`src/rtl/aux_retry_seq.sv`:
```
module aux_retry_seq #(
  parameter int CLK_KHZ   = 125000,
  parameter int NUM_CAND  = 2,
  parameter int DIV_W     = 8,
  parameter int MAX_BYTES = 20,
  parameter int ATTEMPTS  = 5,
  parameter int POLL_TRIES = 3,
  parameter logic [NUM_CAND*32-1:0] REF_KHZ = {32'd24000, 32'd19200},
  localparam int LEN_W = $clog2(MAX_BYTES + 1)
) (
  input  logic             clk,
  input  logic             rst_n,
  input  logic             start,
  input  logic [LEN_W-1:0] send_len,
  input  logic [LEN_W-1:0] recv_len,
  input  logic             ch_busy,
  input  logic             ch_done,
  input  logic             ch_tmo,
  input  logic             ch_rxerr,
  input  logic [LEN_W-1:0] ch_rx_size,
  output logic             load_data,
  output logic             send_go,
  output logic             clr_sticky,
  output logic [DIV_W-1:0] divider,
  output logic             res_valid,
  output logic [2:0]       result,
  output logic [LEN_W-1:0] rx_count
);
  localparam int POLL_GAP = CLK_KHZ;
  localparam int WAIT_CYC = CLK_KHZ * 10;
  localparam int BACKOFF  = (CLK_KHZ * 400 + 999) / 1000;
  localparam int TMR_W    = $clog2(WAIT_CYC + 1);
  localparam int CI_W     = $clog2(NUM_CAND + 1);
  localparam int AT_W     = $clog2(ATTEMPTS + 1);
  localparam int PT_W     = $clog2(POLL_TRIES + 1);
  localparam logic [2:0] RES_OK = 3'd0, RES_BUSY = 3'd1, RES_BIG = 3'd2,
                         RES_IO = 3'd3, RES_TMO = 3'd4;
  localparam logic [LEN_W-1:0] LIM = LEN_W'(MAX_BYTES);

  typedef enum logic [3:0] {
    S_IDLE, S_POLL, S_GAP, S_CHECK, S_PICK, S_LOAD, S_GO, S_WAIT, S_CLEAR, S_BACK, S_EVAL
  } st_t;

  st_t              st;
  logic [TMR_W-1:0] tmr;
  logic [PT_W-1:0]  tries;
  logic [AT_W-1:0]  att;
  logic [CI_W-1:0]  cidx;
  logic [LEN_W-1:0] slen_q, rlen_q, size_q;
  logic             done_q, tmo_q, rx_q;

  function automatic logic [DIV_W-1:0] cand(input logic [CI_W-1:0] i);
    logic [31:0] f;
    f = 32'd0;
    for (int k = 0; k < NUM_CAND; k++)
      if (k == int'(i)) f = REF_KHZ[k*32 +: 32];
    return DIV_W'((f + 32'd1000) / 32'd2000);
  endfunction

  assign load_data  = (st == S_LOAD);
  assign send_go    = (st == S_GO);
  assign clr_sticky = (st == S_CLEAR);

  wire last_att = (att == AT_W'(ATTEMPTS - 1));
  wire [LEN_W-1:0] trunc = (size_q > rlen_q) ? rlen_q : size_q;

  always_ff @(posedge clk) begin
    if (!rst_n) begin
      st <= S_IDLE; tmr <= '0; tries <= '0; att <= '0; cidx <= '0;
      slen_q <= '0; rlen_q <= '0; size_q <= '0;
      done_q <= 1'b0; tmo_q <= 1'b0; rx_q <= 1'b0;
      divider <= '0; res_valid <= 1'b0; result <= RES_OK; rx_count <= '0;
    end else begin
      res_valid <= 1'b0;
      case (st)
        S_IDLE: if (start) begin
          tries <= '0; slen_q <= send_len; rlen_q <= recv_len; st <= S_POLL;
        end
        S_POLL: begin
          if (!ch_busy) st <= S_CHECK;
          else if (tries == PT_W'(POLL_TRIES - 1)) begin
            res_valid <= 1'b1; result <= RES_BUSY; rx_count <= '0; st <= S_IDLE;
          end else begin
            tries <= tries + 1'b1; tmr <= '0; st <= S_GAP;
          end
        end
        S_GAP: if (tmr == TMR_W'(POLL_GAP - 1)) st <= S_POLL;
               else tmr <= tmr + 1'b1;
        S_CHECK: begin
          if (slen_q > LIM || rlen_q > LIM) begin
            res_valid <= 1'b1; result <= RES_BIG; rx_count <= '0; st <= S_IDLE;
          end else begin
            cidx <= '0; done_q <= 1'b0; tmo_q <= 1'b0; rx_q <= 1'b0; st <= S_PICK;
          end
        end
        S_PICK: begin
          if (cidx == CI_W'(NUM_CAND) || cand(cidx) == '0) st <= S_EVAL;
          else begin divider <= cand(cidx); att <= '0; st <= S_LOAD; end
        end
        S_LOAD: st <= S_GO;
        S_GO: begin tmr <= '0; st <= S_WAIT; end
        S_WAIT: begin
          if (!ch_busy || tmr == TMR_W'(WAIT_CYC - 1)) begin
            done_q <= ch_done; tmo_q <= ch_tmo; rx_q <= ch_rxerr; size_q <= ch_rx_size;
            st <= S_CLEAR;
          end else tmr <= tmr + 1'b1;
        end
        S_CLEAR: begin
          if (rx_q && !tmo_q) begin tmr <= '0; st <= S_BACK; end
          else if (done_q && !tmo_q) st <= S_EVAL;
          else if (last_att) begin cidx <= cidx + 1'b1; st <= S_PICK; end
          else begin att <= att + 1'b1; st <= S_LOAD; end
        end
        S_BACK: begin
          if (tmr == TMR_W'(BACKOFF - 1)) begin
            if (last_att) begin cidx <= cidx + 1'b1; st <= S_PICK; end
            else begin att <= att + 1'b1; st <= S_LOAD; end
          end else tmr <= tmr + 1'b1;
        end
        S_EVAL: begin
          res_valid <= 1'b1; st <= S_IDLE; rx_count <= '0;
          if (!done_q) result <= RES_BUSY;
          else if (rx_q) result <= RES_IO;
          else if (tmo_q) result <= RES_TMO;
          else if (size_q == '0 || size_q > LIM) result <= RES_BUSY;
          else begin result <= RES_OK; rx_count <= trunc; end
        end
        default: st <= S_IDLE;
      endcase
    end
  end

  a_r5_go_after_load: assert property (@(posedge clk) disable iff (!rst_n)
    send_go |-> $past(load_data));
  a_r4_div_nonzero: assert property (@(posedge clk) disable iff (!rst_n)
    send_go |-> divider != '0);
  a_r11_single_pulse: assert property (@(posedge clk) disable iff (!rst_n)
    res_valid |=> !res_valid);
  a_r11_hold_result: assert property (@(posedge clk) disable iff (!rst_n)
    !res_valid |-> ($stable(result) && $stable(rx_count)));
  a_r10_count_bound: assert property (@(posedge clk) disable iff (!rst_n)
    (res_valid && result == RES_OK) |-> (rx_count != '0 && rx_count <= rlen_q));
endmodule

```
`config.mk`:
```
export PLATFORM = sky130hd
export DESIGN_NAME = aux_retry_seq
export DESIGN_NICKNAME = d
export VERILOG_FILES = /design/src/rtl/aux_retry_seq.sv
export SDC_FILE = /design/constraint.sdc
export NUM_CORES = 1
export LEC_CHECK = 0
export ABC_AREA = 1
export BUFFER_PORTS_ARGS = -buffer_cell sky130_fd_sc_hd__buf_2
export CELL_PAD_IN_SITES_DETAIL_PLACEMENT = 0
export CELL_PAD_IN_SITES_GLOBAL_PLACEMENT = 1
export CORE_UTILIZATION = 42
export CTS_BUF_LIST = sky130_fd_sc_hd__clkbuf_16
export CTS_CLUSTER_SIZE = 12
export DETAILED_ROUTE_END_ITERATION = 10
export HOLD_SLACK_MARGIN = 0.12
export PLACE_DENSITY = 0.84
export SLEW_MARGIN = 20
export SYNTH_ARGS = -nofsm -noshare
export SYNTH_HDL_FRONTEND = slang
export SYNTH_SLANG_ARGS = --single-unit
```
`constraint.sdc`:
```
create_clock -name clk -period 2.42 [get_ports clk]
set_input_delay 0.242 -clock clk [delete_from_list [all_inputs] [get_ports clk]]
set_output_delay 0.242 -clock clk [all_outputs]
set_load 0.03 [all_outputs]
```
After elaboration in Yosys (flattened, before gate mapping). Cells that the tools add are included.

Bits in registers: 67. Input port bits: 22.

$add $sub $neg: 6. Divide/modulo/power cells: 2. Order comparisons: 4. Eq/ne operators: 33. Muxes and demuxes: 70. Bitwise logic cells: 1. Reductions and logical operators: 28.

Operator list (number): $mux 32 (6); $mux 21 (6); $pmux 21 s6 (1); $add 32x10->32 const B (2); $div 32x11->32 const B (2); $mux 5 (8); $pmux 4 s10 (1); $mux 3 (12); $ne 2x2->1 const B (15); $mux 4 (7); $add 21x1->21 const B (1); $eq 21x16->1 const B (1); $eq 21x17->1 const B (1); $eq 21x21->1 const B (1); $mux 2 (10); $pmux 3 s3 (2); $eq 4x3->1 const B (4); $gt 5x5->1 const B (3); $mux 15 (1); $pmux 5 s3 (1); $eq 4x4->1 const B (3); $reduce_and 4->1 (3); $reduce_and 5->1 (2); $mux 1 (9); 27 further kinds (42).

Logic depth before layout (Yosys ltp).
Word-level depth: 14. Mapped depth: 13.

Least setup slack after synthesis. No wires, ideal clock.

Kind: register to register. Start point: reg tmr[0]. End point: reg tmr[19]. Setup time: 0.068 ns. Arrival time: 1.676 ns. Data required time: 2.352 ns. Setup slack: 0.675 ns. Cell stages (with the launch flop): 10. Buffers on the path: 1. Period minus slack after synthesis: 1.745 ns. Cell sequence: dfxtp_1 > ha_1 > nand2_2 > nor2_2 > and2_2 > nand4_4 > nand3_2 > buf_6 > nand2_2 > a21oi_2.

Longest elaborated chain between the ends: 4.

Ends and longest elaborated chain: start: declaration (RTL line 45) `logic [TMR_W-1:0] tmr;`; start signal: assignment (RTL line 88) `else tmr <= tmr + 1'b1;`; start signal: assignment (RTL line 106) `end else tmr <= tmr + 1'b1;`; start signal: assignment (RTL line 118) `end else tmr <= tmr + 1'b1;`; branches (longest 4 deep; another with $add 21x1->21).

Several ways; the timed one is not identified. The select of a mux whose other input is x is not followed. A chain may end at the register's enable or synchronous reset.

Final worst setup path.
Start point: reg tmr[0]. End point: reg tmr[1].

The elaborated chain is that of the path after synthesis.

==> metrics <==
fraction of layout cells with a size suffix above 1 17.2%; worst path buffer plus inverter count 2; leak pwr 1.94 nW; fmax 0.465 GHz; Top Ports 42; setup ws final 0.269 ns; gpl congestion 0.917; vias in the first global route 3889; Final Setup Violations 0; reg2reg setup slack 0.27 ns; delay-heaviest family, CP simple AND/OR/NAND/NOR gates; initial antenna violation count 0; Critical Path AT 2.37 ns; Slew HR 59.7%; Critical Path Fanout Max 21; WP data required 2.64 ns; Die W 100 um; Setup TNS 0 ns; postcts setup bufs 0; total track usage 23.2%; Routed Antenna Nets 0; Layout area overhead 15.1%; FF+latch count, synth 64; Mapped Area 4040 sq um; final hold violations 0; Crit. End Element flip-flop; Tmin final 2.15 ns; via density per instance 5.13; Overflow after GRT 0; fill count 982; Die Span Y 100 um; critical path startpoint category flip-flop; total iterations of the first detailed-routing run 5; CTS Buf Count 9; status complete, no violations; Initial Utilization 43.5%; Rows 35; RSZ-0062 raised after global routing no; CTS H-tree depth 3; Post-CTS Hold Buffers 0; peak supply drop 0.351 mV; initial drt markers 261; port buffer count 38; max cap viols 0; via count 4068; fin nets 696; setup slack at placement 0.296 ns; period utilization 88.9%; clk sinks 64; Core ar. 9280 sq um; Slowest cell on crit path dfxtp_1; Clock Path Buffers 2; Yosys warnings 0; Die ar. 10000 sq um; Total Routed Length 10.7 mm; Power Dens Cells 677 nW/um^2; DRC violation count after routing 0; Worst Hold Class primary input to flip-flop; instance count of the mapped netlist 618; CTS tree done; most used cell, CP nand2_1; Clock Tree Root clkbuf_16; Slew Viols, Final 0; antenna cells 0; post-CTS sizing 0; Least-Margin Pin Slew 0.600 ns; first-pass GRT wire length 18.5 mm; Final HPWL DP 8.10 mm; Syn Area/Cell 6.54 sq um; routed len/inst 13.4 um; Crit Path Category flip-flop to flip-flop; Min Hold Slack 0.162 ns; clock latency on the worst-skew pair 0.33 ns; Seq/Total Area, Yosys 31.7%; Worst Skew 0.00974 ns; slowest stage delay, CP 0.44 ns; Cell variety after synth 39; pin count of the biggest net entering global routing 22; Worst-path clk slew 0.06 ns; critical-path cell list ha_1 > nand2_2 > inv_2 > nand2_1 > nor2_1 > nand3_1 > nand2_1 > nand2_2 > nand3_2 > buf_4 > nand2_1 > nand2_1 > nor2_1
[cells by family after synthesis]
family | synth area share [%]
buffers and inverters | 9.67
AND/OR/NAND/NOR | 36.7
adder cells (fa/ha/maj) | 4.65
flip-flops | 31.7
AO/OA/AOI/OAI | 16.3
other | 0.0928
XOR/XNOR | 0.867
[power by group]
group	switching, mW	total, mW	internal, mW	leakage, nW
Clock	0.514	1.31	0.797	0.139
Combinational	0.472	0.678	0.206	1.29
Sequential	0.0415	1.16	1.12	0.519
[sequential cells by signal, summed over array words and instances, names as in the netlist, 3 cells and up]
| name | count |
|---|---|
| tmr | 21 |
| divider | 5 |
| rlen_q | 5 |
| rx_count | 5 |
| size_q | 5 |
| slen_q | 5 |
| st | 4 |
| att | 3 |
| result | 3 |
[cell usage after synthesis]
cell type,instances,area (sq um)
o211ai_1,6,45.0
inv_4,1,6.26
o21ai_0,30,150
nor2_2,9,56.3
nand2_4,1,11.3
buf_6,3,33.8
or2_2,1,6.26
nor3_1,6,30.0
nand3b_1,1,7.51
buf_4,3,22.5
clkinv_1,1,3.75
and2_2,1,7.51
a21oi_2,10,87.6
nand2_1,139,522
nor3b_1,1,7.51
xor2_1,4,35.0
o21ai_1,4,20.0
dfxtp_1,64,1280
nand4_4,1,21.3
inv_2,5,18.8
a2111o_1,1,11.3
ha_1,15,188
nand3_4,1,17.5
nand3_1,30,150
nand4_1,26,163
inv_1,68,255
o21bai_1,2,15.0
nor2_4,2,22.5
buf_2,4,20.0
clkbuf_1,8,30.0
nor3_2,2,20.0
nor2_1,83,312
a31oi_1,1,6.26
or2_1,1,6.26
a211oi_1,3,22.5
nand2_2,18,113
nand3_2,1,10.0
a21oi_1,60,300
conb_1,1,3.75
[worst reg2reg max path: stages (launching register included)]
cell and delay [ns]:
dfxtp_1 0.44, ha_1 0.27, nand2_2 0.10, inv_2 0.08
nand2_1 0.06, nor2_1 0.10, nand3_1 0.12, nand2_1 0.09
nand2_2 0.16, nand3_2 0.12, buf_4 0.29, nand2_1 0.09
nand2_1 0.08, nor2_1 0.04
[placed cells by master (no fill, tap or decap), types with 3 or more instances in the layout]
cell / count
nand2_1: 139
nor2_1: 83
inv_1: 68
dfxtp_1: 64
a21oi_1: 60
buf_2: 38
o21ai_0: 30
nand3_1: 30
nand4_1: 26
nand2_2: 18
ha_1: 15
a21oi_2: 10
nor2_2: 9
clkbuf_16: 9
buf_4: 8
nor3_1: 6
o211ai_1: 6
inv_2: 5
o21ai_1: 4
xor2_1: 4
a211oi_1: 3
conb_1: 3
[routing by layer]
layer	GRT usage, %	share of wire, %	vias up
li1	-	-	2098
met1	30.2	48	1855
met2	38.1	45	97
met3	4.67	4.8	18
met4	8.81	2.5	0
met5	0	0	-
[per-stage QoR]
step | total power, mW | utilization (%) | area [sq um] | cells
floorplan | 1.72 | - | 4050 | 620
global route | 3.33 | 50.1 | 4650 | 793
CTS | 3.18 | 50.1 | 4650 | 793
global placement | 1.85 | 46.9 | 4350 | 777
finish | 3.15 | 50.1 | 4650 | 793
detailed placement | 1.86 | 46.9 | 4350 | 777
[final timing paths]
check,from,end,cells after the start
worst max register to register,tmr[0],tmr[1],13
worst min register to register,slen_q[2],slen_q[2],2
worst max-delay path,tmr[0],tmr[1],13
worst min-delay path,ch_rxerr,rx_q,3
[final cells by class]
class | instances | area [sq um] | share of cell area, %
sequential | 64 | 1280 | 27.6
inverter | 75 | 284 | 6.11
clock inverter | 7 | 71.3 | 1.53
multi-input combinational | 463 | 2370 | 51.1
tap | 129 | 161 | 3.47
clock buffer | 9 | 225 | 4.85
timing repair buffer | 46 | 250 | 5.38
Note: power is estimated with default switching activity, not from simulation.
